### src/rtl/soft_reset_pkg.sv
package soft_reset_pkg;
  localparam int REG_W   = 32;
  // field positions counted from the MSB end (bit 0 = MSB)
  localparam int SYS_POS = REG_W - 1 - 0;
  localparam int EXT_POS = REG_W - 1 - 1;
  localparam int CHK_POS = REG_W - 1 - 16;

  typedef struct packed {
    logic setSys;
    logic clrSys;
    logic startExt;
    logic stopExt;
    logic clrChk;
    logic cstopFire;
  } ctrlStrb_t;
endpackage

### src/rtl/soft_reset_ctrl_fsm.sv
module soft_reset_ctrl_fsm
  import soft_reset_pkg::*;
#(
  parameter int NUM_SRC = 4
) (
  input  logic               wrEn,
  input  logic [REG_W-1:0]   wrData,
  input  logic               checkstopReq,
  input  logic [NUM_SRC-1:0] otherRstSrc,
  input  logic               extBit,
  input  logic               chkEn,
  output ctrlStrb_t          strb
);
  logic otherAny;
  logic otherAssert;
  logic cstopFire;
  logic unusedWrBits;

  generate
    if (NUM_SRC > 1) begin : g_multi
      assign otherAny = |otherRstSrc;
    end else begin : g_single
      assign otherAny = otherRstSrc[0];
    end
  endgenerate

  assign cstopFire    = chkEn & checkstopReq;
  assign otherAssert  = otherAny | cstopFire;
  assign unusedWrBits = ^wrData;

  always_comb begin
    strb           = '0;
    strb.cstopFire = cstopFire;
    // a clear from a reset source beats any write in the same cycle
    strb.clrSys    = otherAssert | (wrEn & ~wrData[SYS_POS]);
    strb.setSys    = wrEn & wrData[SYS_POS] & ~otherAssert;
    strb.stopExt   = otherAssert | (wrEn & ~wrData[EXT_POS]);
    strb.startExt  = wrEn & wrData[EXT_POS] & ~extBit & ~otherAssert;
    strb.clrChk    = wrEn & ~wrData[CHK_POS];
  end
endmodule

### src/rtl/soft_reset_datapath.sv
module soft_reset_datapath
  import soft_reset_pkg::*;
#(
  parameter int SHORT_CYCLES = 2400,
  parameter int LONG_CYCLES  = 16000
) (
  input  logic             clk,
  input  logic             porN,
  input  logic             dualMode,
  input  ctrlStrb_t        strb,
  output logic             sysBit,
  output logic             extBit,
  output logic             chkEn,
  output logic             intRstReq,
  output logic             extRstOut,
  output logic [REG_W-1:0] rdData
);
  localparam int MAX_CYCLES = (LONG_CYCLES > SHORT_CYCLES) ? LONG_CYCLES : SHORT_CYCLES;
  localparam int CNT_W      = $clog2(MAX_CYCLES + 1);
  localparam logic [CNT_W-1:0] SHORT_LAST = CNT_W'(SHORT_CYCLES - 1);
  localparam logic [CNT_W-1:0] LONG_LAST  = CNT_W'(LONG_CYCLES - 1);

  logic [CNT_W-1:0] pulseCnt;
  logic             longSel;
  logic             cstopHit;
  logic [CNT_W-1:0] lastCnt;

  assign lastCnt = longSel ? LONG_LAST : SHORT_LAST;

  always_ff @(posedge clk or negedge porN) begin
    if (!porN) begin
      sysBit   <= 1'b0;
      extBit   <= 1'b0;
      chkEn    <= 1'b1;
      pulseCnt <= '0;
      longSel  <= 1'b0;
      cstopHit <= 1'b0;
    end else begin
      if (strb.clrSys)      sysBit <= 1'b0;
      else if (strb.setSys) sysBit <= 1'b1;

      if (strb.stopExt) begin
        extBit   <= 1'b0;
        pulseCnt <= '0;
      end else if (strb.startExt) begin
        extBit   <= 1'b1;
        pulseCnt <= '0;
        longSel  <= dualMode;
      end else if (extBit) begin
        if (pulseCnt == lastCnt) begin
          extBit   <= 1'b0;
          pulseCnt <= '0;
        end else begin
          pulseCnt <= pulseCnt + 1'b1;
        end
      end

      if (strb.clrChk) chkEn <= 1'b0;
      cstopHit <= strb.cstopFire;
    end
  end

  assign intRstReq = sysBit | cstopHit;
  assign extRstOut = extBit;

  always_comb begin
    rdData          = '0;
    rdData[SYS_POS] = sysBit;
    rdData[EXT_POS] = extBit;
    rdData[CHK_POS] = chkEn;
  end
endmodule

### src/rtl/soft_reset_ctrl.sv
module soft_reset_ctrl
  import soft_reset_pkg::*;
#(
  parameter int NUM_SRC      = 4,
  parameter int SHORT_CYCLES = 2400,
  parameter int LONG_CYCLES  = 16000
) (
  input  logic               clk,
  input  logic               porN,
  input  logic               wrEn,
  input  logic [REG_W-1:0]   wrData,
  output logic [REG_W-1:0]   rdData,
  input  logic               dualMode,
  input  logic               checkstopReq,
  input  logic [NUM_SRC-1:0] otherRstSrc,
  output logic               intRstReq,
  output logic               extRstOut
);
  ctrlStrb_t strb;
  logic      sysBit;
  logic      extBit;
  logic      chkEn;
  logic      unusedSys;

  assign unusedSys = sysBit;

  soft_reset_ctrl_fsm #(.NUM_SRC(NUM_SRC)) u_ctrl (
    .wrEn         (wrEn),
    .wrData       (wrData),
    .checkstopReq (checkstopReq),
    .otherRstSrc  (otherRstSrc),
    .extBit       (extBit),
    .chkEn        (chkEn),
    .strb         (strb)
  );

  soft_reset_datapath #(
    .SHORT_CYCLES (SHORT_CYCLES),
    .LONG_CYCLES  (LONG_CYCLES)
  ) u_dp (
    .clk       (clk),
    .porN      (porN),
    .dualMode  (dualMode),
    .strb      (strb),
    .sysBit    (sysBit),
    .extBit    (extBit),
    .chkEn     (chkEn),
    .intRstReq (intRstReq),
    .extRstOut (extRstOut),
    .rdData    (rdData)
  );
endmodule

### config.mk
export PLATFORM = sky130hd
export DESIGN_NAME = soft_reset_ctrl
export DESIGN_NICKNAME = d
export VERILOG_FILES = /design/src/rtl/soft_reset_pkg.sv /design/src/rtl/soft_reset_ctrl_fsm.sv /design/src/rtl/soft_reset_datapath.sv /design/src/rtl/soft_reset_ctrl.sv
export SDC_FILE = /design/constraint.sdc
export NUM_CORES = 1
export LEC_CHECK = 0
export ABC_AREA = 1
export CAP_MARGIN = 20
export CORE_MARGIN = 8
export CORE_UTILIZATION = 42
export DETAILED_ROUTE_END_ITERATION = 8
export PLACE_DENSITY = 0.94
export SYNTH_ARGS = -nofsm -noshare
export SYNTH_HDL_FRONTEND = slang
export SYNTH_SLANG_ARGS = --single-unit
### constraint.sdc
create_clock -name clk -period 3.8 [get_ports clk]
set_input_delay 0.76 -clock clk [delete_from_list [all_inputs] [get_ports clk]]
set_output_delay 0.76 -clock clk [all_outputs]
set_load 0.005 [all_outputs]
# Word-level counts from Yosys, hierarchy flattened
# Index checks and enable logic that the tools add are counted.
# classes
n_addsub,1
eq_ne,1
muxes,11
bitwise,19
reduce_logical,4
# op_table
operator,count
14-bit 2-to-1 mux,5
14-bit by 1-bit adder with 14-bit output (second input constant),1
14-bit == test,1
1-bit AND,9
1-bit 2-to-1 mux,6
1-bit inverter,6
1-bit bitwise OR,4
4-bit OR reduction,1
3-bit nonzero test,1
2-bit AND reduction,1
2-bit nonzero test,1
# word_totals
ff_bits,19
inputBits,41
wordCells,42

# Depth between registers and ports, before layout
# logic_depth
word_depth,6
ltp_mapped,10
mapped_depth_nobuf,10

# Modules after synthesis
# Synthesis repeated with hierarchy kept, for this count alone.
# hier_totals
cells_unflattened,200
area_unflattened_um2,1510.2
# by_module_without_submodules
module,instances,cells_per_inst,area_each_um2
soft_reset_datapath,1,182,1418.9
soft_reset_ctrl_fsm,1,18,91.3

# Worst setup path after synthesis
# Ideal clock, no wire load.
# synth_path
path_kind,input port to flip-flop
startpoint,input otherRstSrc[0]
endpoint,register u_dp.pulseCnt[9]
arrival_ns,1.657
required_time_ns,3.724
slack_ns,2.067
stages,8
n_path_buf,1
path_cell_list,nor2_1 nand3_1 nor3_4 nand2_2 inv_2 buf_6 nand2_1 o21ai_2
# synth_via
elab_chain_cells,6
elab_cells_between_ends,8
classes_between,2 x mux; 4 x bitwise; 2 x reduce/logical
# synth_rtl
element,line,source
start: declaration,soft_reset_ctrl.sv:15,"input logic [NUM_SRC-1:0] otherRstSrc,"
4-bit OR reduction (*),soft_reset_ctrl_fsm.sv:21,assign otherAny = |otherRstSrc;
1-bit bitwise OR (*),soft_reset_ctrl_fsm.sv:28,assign otherAssert = otherAny | cstopFire;
1-bit inverter,soft_reset_ctrl_fsm.sv:38,strb.startExt = wrEn & wrData[EXT_POS] & ~extBit & ~otherAssert;
1-bit AND,soft_reset_ctrl_fsm.sv:38,
14-bit 2-to-1 mux,soft_reset_datapath.sv:45,end else if (strb.startExt) begin
14-bit 2-to-1 mux,soft_reset_datapath.sv:42,if (strb.stopExt) begin
end signal: assignment,soft_reset_datapath.sv:54,pulseCnt <= pulseCnt + 1'b1;
end: declaration,soft_reset_datapath.sv:23,logic [CNT_W-1:0] pulseCnt;
# Mark *: on every way between the ends. The rest lies on a longest branch, timed or not.
# A chain may end at the register's enable or synchronous reset.

# Worst setup path in the final report
# layout_path
startpoint,register u_dp.sysBit
endpoint,output intRstReq
# layout_via
elab_chain_cells,1
# layout_rtl
element,line,source
start: declaration,soft_reset_datapath.sv:11,"output logic sysBit,"
start signal: assignment,soft_reset_datapath.sv:32,sysBit <= 1'b0;
start signal: assignment,soft_reset_datapath.sv:39,if (strb.clrSys) sysBit <= 1'b0;
start signal: assignment,soft_reset_datapath.sv:40,else if (strb.setSys) sysBit <= 1'b1;
1-bit bitwise OR,soft_reset_datapath.sv:63,assign intRstReq = sysBit | cstopHit;
end: declaration,soft_reset_ctrl.sv:16,"output logic intRstReq,"
# No other way between the ends.

==> results.md <==
* Worst reg-to-reg path cell count at 8
* Critical setup path kind: reg -> out
* Status: finished, final reports clean
* Fin Clk Skew at 0.00491 ns
* Max layer used: met4
* Non-filler cells in the finished layout at 233
* Via Count at 1045
* Buffer levels on the longest clock path at 2
* Layout Nets at 232
* Syn Std Cell Area at 1360 um2
* Via density per instance at 4.48
* WL final at 2750 um
* Wl on met1 at 1080 um
* Fin area at 1450 um2
* Yosys top cell by area: dfrtp_1
* Gate Count Post-Synth at ~180
* Max_slew headroom at 0.422
* Met2 wire length at 1420 um
* CTS tree: yes
* Area grow syn2layout at 6.73%
* First-pass GRT wire length at around 4600 um
* Die Ht at about 73 um
* Dominant cells by area after synthesis: dfrtp_1 33%, buf_4 18%, nand2_1 12%
* Arrival time of the worst setup path at 1.45 ns
* GRT overflow at 0
* Vias in the first global route at about 1100
* Drt pass-1 iters at 4
* # diodes at 0
* Drt wl/cell at 11.8 um
* Peak supply drop at 0.000121 V
* Sink Count at 19
* Die area at 5310 um2
* Placed cell area at 1420 um2
* CP Data Required Time at 3.04 ns
* Worst setup EP type: primary output
* Initial antenna violation count at 0
* Endpoint, Worst Hold: u_dp.chkEn$_DFFE_PN1P_
* Worst R2R End: u_dp.pulseCnt[6]$_DFFE_PN0P_
* Critical hold path startpoint: u_dp.chkEn$_DFFE_PN1P_
* I/O pins at 75
* Fin. Hold Viols at 0
* Hold slack at 0.478 ns
* Buffers on Ports at 16
* Slew Limit Fails at 0
* Hold_buf cts at 0
* TritonCTS Buffers at 3
* Static leakage at about 0.67 nW
* Share of cells above drive strength 1 at 0.111
* Unrepaired setup endpoints after global routing: false
* # fillers at roughly 320
* Worst reg2reg startpoint: u_dp.pulseCnt[0]$_DFFE_PN0P_
* H-Tree Depth at 1
* Clock Latency Late Sink at 0.31 ns
* Final Wtd Congestion at a little over 0.9
* Core area at 3050 um2
* Final setup TNS at 0 ns
* Power density cells at 240 nW/um2
* Netlist cell types at 28
* Post-CTS Setup Bufs at 0
* Post-cts gate resize count at 0
* Yosys warns at 0
* Worst Tran Pin Value at 0.864 ns
* DR WL met3 at 166 um
* Seq/Total Area, Yosys at 0.351
* Chip Width at ~73 um
* Largest net degree at the start of global routing at 20
* Num rows at 20
* Hpwl dp at about 2200 um
* Setup-failing EPs final at 0
* HP Class: reg -> reg
* WHS Path Cells at 1
* FF+latch count, synth at 19
* Yosys top cell area share at 0.332
* Total Routing Usage GR at 0.109
* Worst-path clk slew at 0.11 ns
* Period utilization at 0.581
* Post-Syn Area per Cell at just under 8 um2
* Max Cap Viol at 0
* Root Buffer: clkbuf_4
* Drt drc at 0
* Worst-path maximum fanout at 3
* Tmin final at 2.21 ns
* Initial drt markers at 49
* R2R Setup Slk at between 2 and 2.5 ns
* FMAX at 453 MHz
* Final ANT Viol Nets at 0
* Crit start category: flip-flop
* Placed Cells at 229
* Initial Util at 0.445
[worst max-delay path, cell delays in order (launching register included)]
cell             delay, ns
dfrtp_1               0.41
or2_2                 0.27
clkdlybuf4s50_1       0.46
[cell type report]
type                    count  area [um2]  area share
multi-input cells         135         673       0.465
flip-flops and latches     19         477       0.329
repair buffers             16         160       0.111
inverters                  15        56.3      0.0389
well taps                  44        55.1      0.0380
clock buffers               3        22.5      0.0155
clock inverters             1        5.00     0.00345
[per-stage QoR]
| step | power, mW | util | worst slack (ns) |
|---|---|---|---|
| 2_1_floorplan | 0.248 | - | 2.07 |
| 3_3_place_gp | 0.243 | 0.466 | 1.47 |
| 3_5_place_dp | 0.244 | 0.466 | 1.45 |
| 4_1_cts | 0.351 | 0.475 | 1.57 |
| 5_1_grt | 0.366 | 0.475 | 1.54 |
| 6_report | 0.348 | 0.475 | 1.59 |
[cell usage after synthesis]
cell type,n
nor3_4,1
inv_2,3
nand3_1,8
nand2_2,3
a21boi_0,1
xor2_1,8
a21oi_1,2
nor4_1,1
nor3_1,2
nor2_2,1
nor2_1,16
o21ai_1,3
nand2_1,42
xnor2_1,2
buf_2,1
o21ai_2,5
nand4_1,5
buf_4,32
dfstp_2,1
nand3_2,2
o21a_1,1
ha_1,1
or2_2,1
dfrtp_1,18
o21bai_1,1
inv_1,12
conb_1,1
buf_6,1
[layer usage]
layer  vias to the layer above  track usage
li1                        518            -
met1                       480        0.114
met2                        40        0.198
met3                         7      0.00962
met4                         0       0.0800
met5                         -            0
[flip-flops by register name, summed over array words and instances, names as in the netlist]
name and cells:
u_dp.cstopHit 1, u_dp.chkEn 1, u_dp.sysBit 1, u_dp.pulseCnt 14
u_dp.extBit 1, u_dp.longSel 1
[how the worst max path moves through the flow]
stage | start | endpoint | slack (ns) | depth (start not counted)
floorplan | otherRstSrc[0] | u_dp.pulseCnt[9]$_DFFE_PN0P_ | 2.07 | 8
finish | u_dp.sysBit$_DFFE_PN0P_ | intRstReq | 1.59 | 2
global placement | otherRstSrc[0] | u_dp.pulseCnt[12]$_DFFE_PN0P_ | 1.47 | 8
detailed placement | otherRstSrc[0] | u_dp.pulseCnt[1]$_DFFE_PN0P_ | 1.45 | 8
CTS | u_dp.sysBit$_DFFE_PN0P_ | intRstReq | 1.57 | 2
global route | u_dp.sysBit$_DFFE_PN0P_ | intRstReq | 1.54 | 2
[where the power goes]
part | internal (mW) | switching (mW)
Clock | 0.0393 | 0.0680
Sequential | 0.204 | 0.00112
Combinational | 0.0142 | 0.0213
[layout by cell type (no fill, tap or decap), drive strengths merged, types with 2 or more instances in the layout]
| cell type | n |
|---|---|
| nor3 | 3 |
| nor2 | 17 |
| nand3 | 10 |
| clkdlybuf4s50 | 16 |
| nand4 | 5 |
| o21ai | 8 |
| clkbuf | 3 |
| xor2 | 8 |
| dfrtp | 18 |
| inv | 15 |
| conb | 29 |
| nand2 | 45 |
| xnor2 | 2 |
| a21oi | 2 |
[cell families (layout without fill, tap and decap cells)]
kind of cell	after synthesis	count (layout)	share of synthesized area
and+or+nand+nor	82	82	0.275
buffers and inverters	49	35	0.230
DFF	19	19	0.351
AOI/OAI and AO/OA	13	13	0.0673
xor gates and xnor gates	10	10	0.0645
adders and majority gates	1	1	0.00922
other	1	29	0.00276
Power figures use the tool's default switching activity.
